===== config.mk =====
export PLATFORM = sky130hd
export DESIGN_NAME = self_clk_adc_port
export DESIGN_NICKNAME = d
export VERILOG_FILES = /design/src/rtl/adc_port_pkg.sv /design/src/rtl/adc_cs_sync.sv /design/src/rtl/adc_sck_gen.sv /design/src/rtl/adc_frame_shift.sv /design/src/rtl/self_clk_adc_port.sv
export SDC_FILE = /design/constraint.sdc
export NUM_CORES = 1
export LEC_CHECK = 0
export ABC_AREA = 0
export BUFFER_PORTS_ARGS = -buffer_cell sky130_fd_sc_hd__buf_2
export CAP_MARGIN = 0
export CORE_ASPECT_RATIO = 1.4
export CORE_MARGIN = 2
export CORE_UTILIZATION = 48
export DETAILED_ROUTE_END_ITERATION = 12
export HOLD_SLACK_MARGIN = 0.12
export PLACE_DENSITY_LB_ADDON = 0.1
export SKIP_CTS_REPAIR_TIMING = 1
export SLEW_MARGIN = 25
export SYNTH_ARGS = -nofsm -noshare
export SYNTH_HDL_FRONTEND = slang
export SYNTH_HIERARCHICAL = 1
export SYNTH_SLANG_ARGS = --single-unit

===== constraint.sdc =====
create_clock -name clk_i -period 4.1 [get_ports clk_i]
set_clock_uncertainty 0.1 [all_clocks]
set_input_delay 0.205 -clock clk_i [delete_from_list [all_inputs] [get_ports clk_i]]
set_output_delay 0.205 -clock clk_i [all_outputs]
set_load 0.01 [all_outputs]

===== src/rtl/adc_port_pkg.sv =====
package adc_port_pkg;
  typedef enum logic [1:0] {
    ST_CONV  = 2'd0,
    ST_SLEEP = 2'd1,
    ST_WAIT  = 2'd2,
    ST_SHIFT = 2'd3
  } adc_state_e;
endpackage


===== src/rtl/adc_cs_sync.sv =====
module adc_cs_sync (
  input  logic clk_i,
  input  logic rst_ni,
  input  logic async_i,
  output logic sync_o
);
  logic [1:0] ff_q;

  always_ff @(posedge clk_i or negedge rst_ni) begin
    if (!rst_ni) ff_q <= 2'b11;
    else         ff_q <= {ff_q[0], async_i};
  end

  assign sync_o = ff_q[1];
endmodule


===== src/rtl/adc_sck_gen.sv =====
module adc_sck_gen #(
  parameter int unsigned HALF_PER = 2
) (
  input  logic clk_i,
  input  logic rst_ni,
  input  logic run_i,
  output logic tick_o
);
  localparam int unsigned PH_W = (HALF_PER > 1) ? $clog2(HALF_PER) : 1;

  logic [PH_W-1:0] ph_q;

  assign tick_o = run_i && (ph_q == PH_W'(HALF_PER - 1));

  always_ff @(posedge clk_i or negedge rst_ni) begin
    if (!rst_ni)                ph_q <= '0;
    else if (!run_i || tick_o)  ph_q <= '0;
    else                        ph_q <= ph_q + PH_W'(1);
  end
endmodule


===== src/rtl/adc_frame_shift.sv =====
module adc_frame_shift #(
  parameter int unsigned FRAME_W = 32,
  parameter int unsigned CFG_W   = 24
) (
  input  logic               clk_i,
  input  logic               rst_ni,
  input  logic               load_i,
  input  logic [FRAME_W-1:0] load_val_i,
  input  logic               shift_i,
  input  logic               cap_i,
  input  logic               commit_i,
  input  logic               sdi_i,
  output logic               msb_o,
  output logic [CFG_W-1:0]   cfg_o
);
  logic [FRAME_W-1:0] sh_q;
  logic [CFG_W-2:0]   cfg_sh_q;
  logic [CFG_W-1:0]   cfg_q;

  always_ff @(posedge clk_i or negedge rst_ni) begin
    if (!rst_ni) begin
      sh_q     <= '0;
      cfg_sh_q <= '0;
      cfg_q    <= '0;
    end else begin
      if (load_i)       sh_q <= load_val_i;
      else if (shift_i) sh_q <= {sh_q[FRAME_W-2:0], 1'b0};
      if (cap_i)    cfg_sh_q <= {cfg_sh_q[CFG_W-3:0], sdi_i};
      if (commit_i) cfg_q    <= {cfg_sh_q, sdi_i};
    end
  end

  assign msb_o = sh_q[FRAME_W-1];
  assign cfg_o = cfg_q;
endmodule


===== src/rtl/self_clk_adc_port.sv =====
module self_clk_adc_port
  import adc_port_pkg::*;
#(
  parameter int unsigned CONV_CYCLES = 64,
  parameter int unsigned TEST_DLY    = 4,
  parameter int unsigned HALF_PER    = 2,
  parameter int unsigned FRAME_W     = 32,
  parameter int unsigned CFG_W       = 24,
  parameter int unsigned IDX_W       = 8,
  parameter logic [FRAME_W-1:0] RES_TAG = 32'hC3A5_96F0
) (
  input  logic             clk_i,
  input  logic             rst_ni,
  input  logic             cs_ni,
  input  logic             sdi_i,
  input  logic             sck_ext_oe_i,
  input  logic             sck_ext_i,
  output logic             sck_o,
  output logic             sck_oe_o,
  output logic             sdo_o,
  output logic             sdo_oe_o,
  output logic [CFG_W-1:0] cfg_o
);
  localparam int unsigned CONV_W = $clog2(CONV_CYCLES + 1);
  localparam int unsigned DLY_W  = $clog2(TEST_DLY + 1);
  localparam int unsigned BIT_W  = $clog2(FRAME_W + 1);

  adc_state_e        state_q;
  logic [CONV_W-1:0] conv_cnt_q;
  logic [DLY_W-1:0]  dly_q;
  logic [BIT_W-1:0]  bit_cnt_q;
  logic [IDX_W-1:0]  idx_q;
  logic              sel_q, sck_q, pu_q, cs_d_q;
  logic              cs_n_s, cs_fall, cs_rise, line_lvl, sel_set;
  logic              tick, rise_ev, fall_ev, commit, conv_done, dly_done, msb;
  logic [FRAME_W-1:0] load_val;

  adc_cs_sync u_sync (
    .clk_i  (clk_i),
    .rst_ni (rst_ni),
    .async_i(cs_ni),
    .sync_o (cs_n_s)
  );

  adc_sck_gen #(.HALF_PER(HALF_PER)) u_sck (
    .clk_i (clk_i),
    .rst_ni(rst_ni),
    .run_i (state_q == ST_SHIFT),
    .tick_o(tick)
  );

  assign cs_fall   = cs_d_q && !cs_n_s;
  assign cs_rise   = !cs_d_q && cs_n_s;
  // weak pull-up only helps when nobody drives the pin
  assign line_lvl  = sck_ext_oe_i ? sck_ext_i : (sck_ext_i | pu_q);
  assign sel_set   = cs_fall && line_lvl;
  assign conv_done = (state_q == ST_CONV) && (conv_cnt_q == CONV_W'(CONV_CYCLES - 1));
  assign dly_done  = dly_q == DLY_W'(TEST_DLY - 1);
  assign rise_ev   = !cs_rise && (((state_q == ST_WAIT) && dly_done) ||
                                  ((state_q == ST_SHIFT) && tick && !sck_q));
  assign fall_ev   = !cs_rise && (state_q == ST_SHIFT) && tick && sck_q;
  assign commit    = rise_ev && (bit_cnt_q == BIT_W'(CFG_W - 1));
  assign load_val  = {1'b0, RES_TAG[FRAME_W-2:IDX_W], idx_q + IDX_W'(1)};

  adc_frame_shift #(.FRAME_W(FRAME_W), .CFG_W(CFG_W)) u_shift (
    .clk_i     (clk_i),
    .rst_ni    (rst_ni),
    .load_i    (conv_done),
    .load_val_i(load_val),
    .shift_i   (fall_ev),
    .cap_i     (rise_ev),
    .commit_i  (commit),
    .sdi_i     (sdi_i),
    .msb_o     (msb),
    .cfg_o     (cfg_o)
  );

  always_ff @(posedge clk_i or negedge rst_ni) begin
    if (!rst_ni) begin
      state_q    <= ST_CONV;
      conv_cnt_q <= '0;
      dly_q      <= '0;
      bit_cnt_q  <= '0;
      idx_q      <= '0;
      sel_q      <= 1'b0;
      sck_q      <= 1'b1;
      pu_q       <= 1'b1;
      cs_d_q     <= 1'b1;
    end else begin
      cs_d_q <= cs_n_s;

      if (cs_rise)      sel_q <= 1'b0;
      else if (sel_set) sel_q <= 1'b1;

      // pull-up tracks the last pin level; abort with SCK low leaves it off
      if (cs_rise)    pu_q <= (state_q == ST_SHIFT) ? sck_q : 1'b1;
      else if (sel_q) pu_q <= sck_q;
      else            pu_q <= line_lvl;

      if (sel_set) sck_q <= 1'b0;

      case (state_q)
        ST_CONV: begin
          if (conv_done) begin
            conv_cnt_q <= '0;
            idx_q      <= idx_q + IDX_W'(1);
            if ((sel_q || sel_set) && !cs_rise) begin
              state_q   <= ST_WAIT;
              dly_q     <= '0;
              bit_cnt_q <= '0;
              sck_q     <= 1'b0;
            end else begin
              state_q <= ST_SLEEP;
            end
          end else begin
            conv_cnt_q <= conv_cnt_q + CONV_W'(1);
          end
        end
        ST_SLEEP: begin
          if (sel_set) begin
            state_q   <= ST_WAIT;
            dly_q     <= '0;
            bit_cnt_q <= '0;
          end
        end
        ST_WAIT: begin
          if (cs_rise) begin
            state_q <= ST_SLEEP;
          end else if (dly_done) begin
            state_q   <= ST_SHIFT;
            sck_q     <= 1'b1;
            bit_cnt_q <= BIT_W'(1);
          end else begin
            dly_q <= dly_q + DLY_W'(1);
          end
        end
        ST_SHIFT: begin
          if (cs_rise) begin
            state_q    <= ST_CONV;
            conv_cnt_q <= '0;
          end else if (tick) begin
            if (sck_q) begin
              sck_q <= 1'b0;
            end else begin
              sck_q     <= 1'b1;
              bit_cnt_q <= bit_cnt_q + BIT_W'(1);
              if (bit_cnt_q == BIT_W'(FRAME_W - 1)) begin
                state_q    <= ST_CONV;
                conv_cnt_q <= '0;
              end
            end
          end
        end
        default: state_q <= ST_CONV;
      endcase
    end
  end

  assign sck_o    = sck_q;
  assign sck_oe_o = sel_q;
  assign sdo_oe_o = sel_q;
  assign sdo_o    = (state_q == ST_CONV) ? 1'b1 : msb;
endmodule


==> impl_metrics.json <==
{
  "status": "complete, no violations",
  "cp_max_fo": 23,
  "r2r_setup_slack_ns": 1.30,
  "vias": 3295,
  "final_cell_mix": "dfrtp_1, nand2_1, buf_2, mux2i_1, o21ai_1",
  "die_h_um": 128,
  "cts_buffers": 9,
  "synth_ff_type": "dfrtp_1",
  "overflow": 0,
  "worstHoldPathType": "input pin to register",
  "via_per_inst": 5.14,
  "gp_congestion": 0.823,
  "final.period_utilization": 0.684,
  "clock-sinks": 112,
  "maxCapViolations": 0,
  "cp.arrival_ns": 2.94,
  "slew_violations": 0,
  "hpwlAfterDp_um": 5900,
  "finalHoldViolations": 0,
  "whs_path_depth": 4,
  "synth-async-reset-ratio": 1.00,
  "grt_max_degree": 53,
  "setup_viol": 0,
  "slew_headroom": 0.424,
  "startpoint_type": "register",
  "final_nets": 511,
  "ir_worst_vdd_uv": 347,
  "grt_antenna_before_repair": 0,
  "avgSynthCellArea_um2": 11.9,
  "fp.dieW_um": 92.4,
  "rsz0062_at_grt": "false",
  "final_common_cell": "dfrtp_1",
  "grt.total_usage": 0.162,
  "clock_latency_ns": 0.35,
  "dpl.cell_count": 621,
  "p_leak_nw": 2.64,
  "drc_errors": 0,
  "rr_startpoint": "state_q[0]$_DFFE_PN0P_",
  "final_antenna_net_count": 0,
  "synth-seq-area-share": 0.535,
  "multi_input_area_um2": 2280,
  "drive_gt1_frac": 0.240,
  "cts_max_level": 3,
  "tightest_slew_ns": 0.864,
  "io_pins": 34,
  "crit_path_end": "u_shift/cfg_sh_q[20]$_DFFE_PN0P_",
  "core_um2": 10800,
  "first_pass_iters": 6,
  "tns_ns": 0,
  "die_area_um2": 11800,
  "final_core_util": 0.546,
  "finalCriticalPeriod_ns": 2.80,
  "fin_ws_ns": 1.30,
  "io_buffer_count": 33,
  "diodes": 0,
  "drtIter0Drc": 121,
  "startpoint": "state_q[0]$_DFFE_PN0P_",
  "post-place-ws_ns": 1.27,
  "required_ns": 4.23,
  "wl_per_cell_um": 13.7,
  "synthCells": 442,
  "fmax_ghz": 0.357,
  "synth-seq-cells": 112,
  "wl_um": 8750,
  "fillers": 932,
  "clockBufferDepth": 2,
  "initial_core_util": 0.488,
  "end_kind": "register",
  "ys_types": 56,
  "design_area_um2": 5870,
  "crit_type": "register to register",
  "reg2reg_depth": 6,
  "grt_pass1_vias": 3233,
  "tritoncts": "built",
  "layoutNonFillerInstCount": 641,
  "path_clk_slew_ns": 0.08,
  "reg2reg_to": "u_shift/cfg_sh_q[20]$_DFFE_PN0P_",
  "power_density_nw_per_um2": 460,
  "areaGrowthSynthToFinish_pct": 11.8,
  "synth-edff-count": 0,
  "grt_pass1_wl_um": 15200,
  "num_rows": 45,
  "cts-root-buf": "clkbuf_16",
  "syn-cell-area_um2": 5250,
  "synth-warning-count": 6,
  "final-seq-area_um2": 2810,
  "dpl-instance-area_um2": 5520
}
[cell families (layout without fill, tap and decap cells)]
| group | count (synthesis) | count (layout) | synth area share |
|---|---|---|---|
| AND/OR/NAND/NOR | 114 | 114 | 0.101 |
| flip-flops | 112 | 112 | 0.535 |
| multiplexers | 79 | 79 | 0.176 |
| AO/OA/AOI/OAI | 77 | 77 | 0.0920 |
| buffers and inverters | 35 | 71 | 0.0489 |
| XOR/XNOR | 13 | 13 | 0.0217 |
| adder cells (fa/ha/maj) | 10 | 10 | 0.0238 |
| other | 2 | 24 | 0.00143 |
[how the worst min path moves through the flow]
stage / startpoint / endpoint / slack (ns)
global route: sck_ext_oe_i / pu_q$_DFF_PN1_ / 0.19
CTS: rst_ni / u_shift/sh_q[23]$_DFFE_PN0P_ / -0.32
finish: sck_ext_oe_i / pu_q$_DFF_PN1_ / 0.1
floorplan: rst_ni / bit_cnt_q[0]$_DFFE_PN0P_ / -0.19
global placement: rst_ni / u_shift/sh_q[21]$_DFFE_PN0P_ / 0.05
detailed placement: rst_ni / u_shift/sh_q[23]$_DFFE_PN0P_ / 0.05
[worst max-delay path, cell delays in order (launching register included)]
cell and delay (ns):
dfrtp_1 0.44, ha_1 0.52, and2_2 0.27, a32o_1 0.16
nand2_1 0.10, inv_1 0.67, mux2_2 0.41
[metal layers]
layer | routed length (um) | GRT usage | up-vias
met5 | 0 | 0 | -
met4 | 148 | 0.0615 | 0
met3 | 291 | 0.0470 | 14
met2 | 4380 | 0.267 | 48
met1 | 3940 | 0.201 | 1614
li1 | - | - | 1619
[Yosys cell counts, types with 3 or more instances]
cell	number	area [um2]
o21ai_1	29	145
dfstp_2	5	131
clkbuf_1	5	18.8
a31oi_1	5	31.3
or2_2	4	25.0
ha_1	10	125
o21ai_0	17	85.1
xnor2_1	7	61.3
nand2_1	59	221
buf_2	5	25.0
nand2b_1	3	18.8
nor2_1	15	56.3
inv_1	11	41.3
a21oi_1	4	20.0
mux2i_1	31	310
mux2_4	20	300
buf_8	3	45.0
mux2_2	28	315
nor3_1	3	15.0
buf_6	6	67.6
o31ai_1	4	30.0
dfrtp_1	107	2680
xor2_1	6	52.6
nand3_1	11	55.1
[sequential cells by signal, indices dropped and copies added, names as in the netlist]
signal            cells
u_shift/sh_q         32
u_shift/cfg_o        24
u_shift/cfg_sh_q     23
idx_q                 8
conv_cnt_q            7
bit_cnt_q             6
dly_q                 3
state_q               2
u_sync/ff_q           2
cs_d_q                1
pu_q                  1
sck_o                 1
sck_oe_o              1
u_sck/ph_q            1
[final cells by class]
cell class | instances | share of cell area
flip-flops and latches | 112 | 0.479
multi-input cells | 317 | 0.388
repair buffers | 43 | 0.0431
clock buffers | 9 | 0.0384
well taps | 141 | 0.0301
clock inverters | 7 | 0.0143
inverters | 12 | 0.00767
[power by group]
group | switching [mW] | internal [mW]
registers | 0.0828 | 1.20
clock network | 0.424 | 0.489
logic | 0.299 | 0.207
[per-stage QoR]
stage | power, mW | hold slack [ns]
floorplan | 1.69 | -0.191
global placement | 1.80 | 0.0531
detailed placement | 1.81 | 0.0539
CTS | 2.73 | -0.325
global route | 2.87 | 0.191
finish | 2.70 | 0.0952
Note: power is estimated with default switching activity, not from simulation.
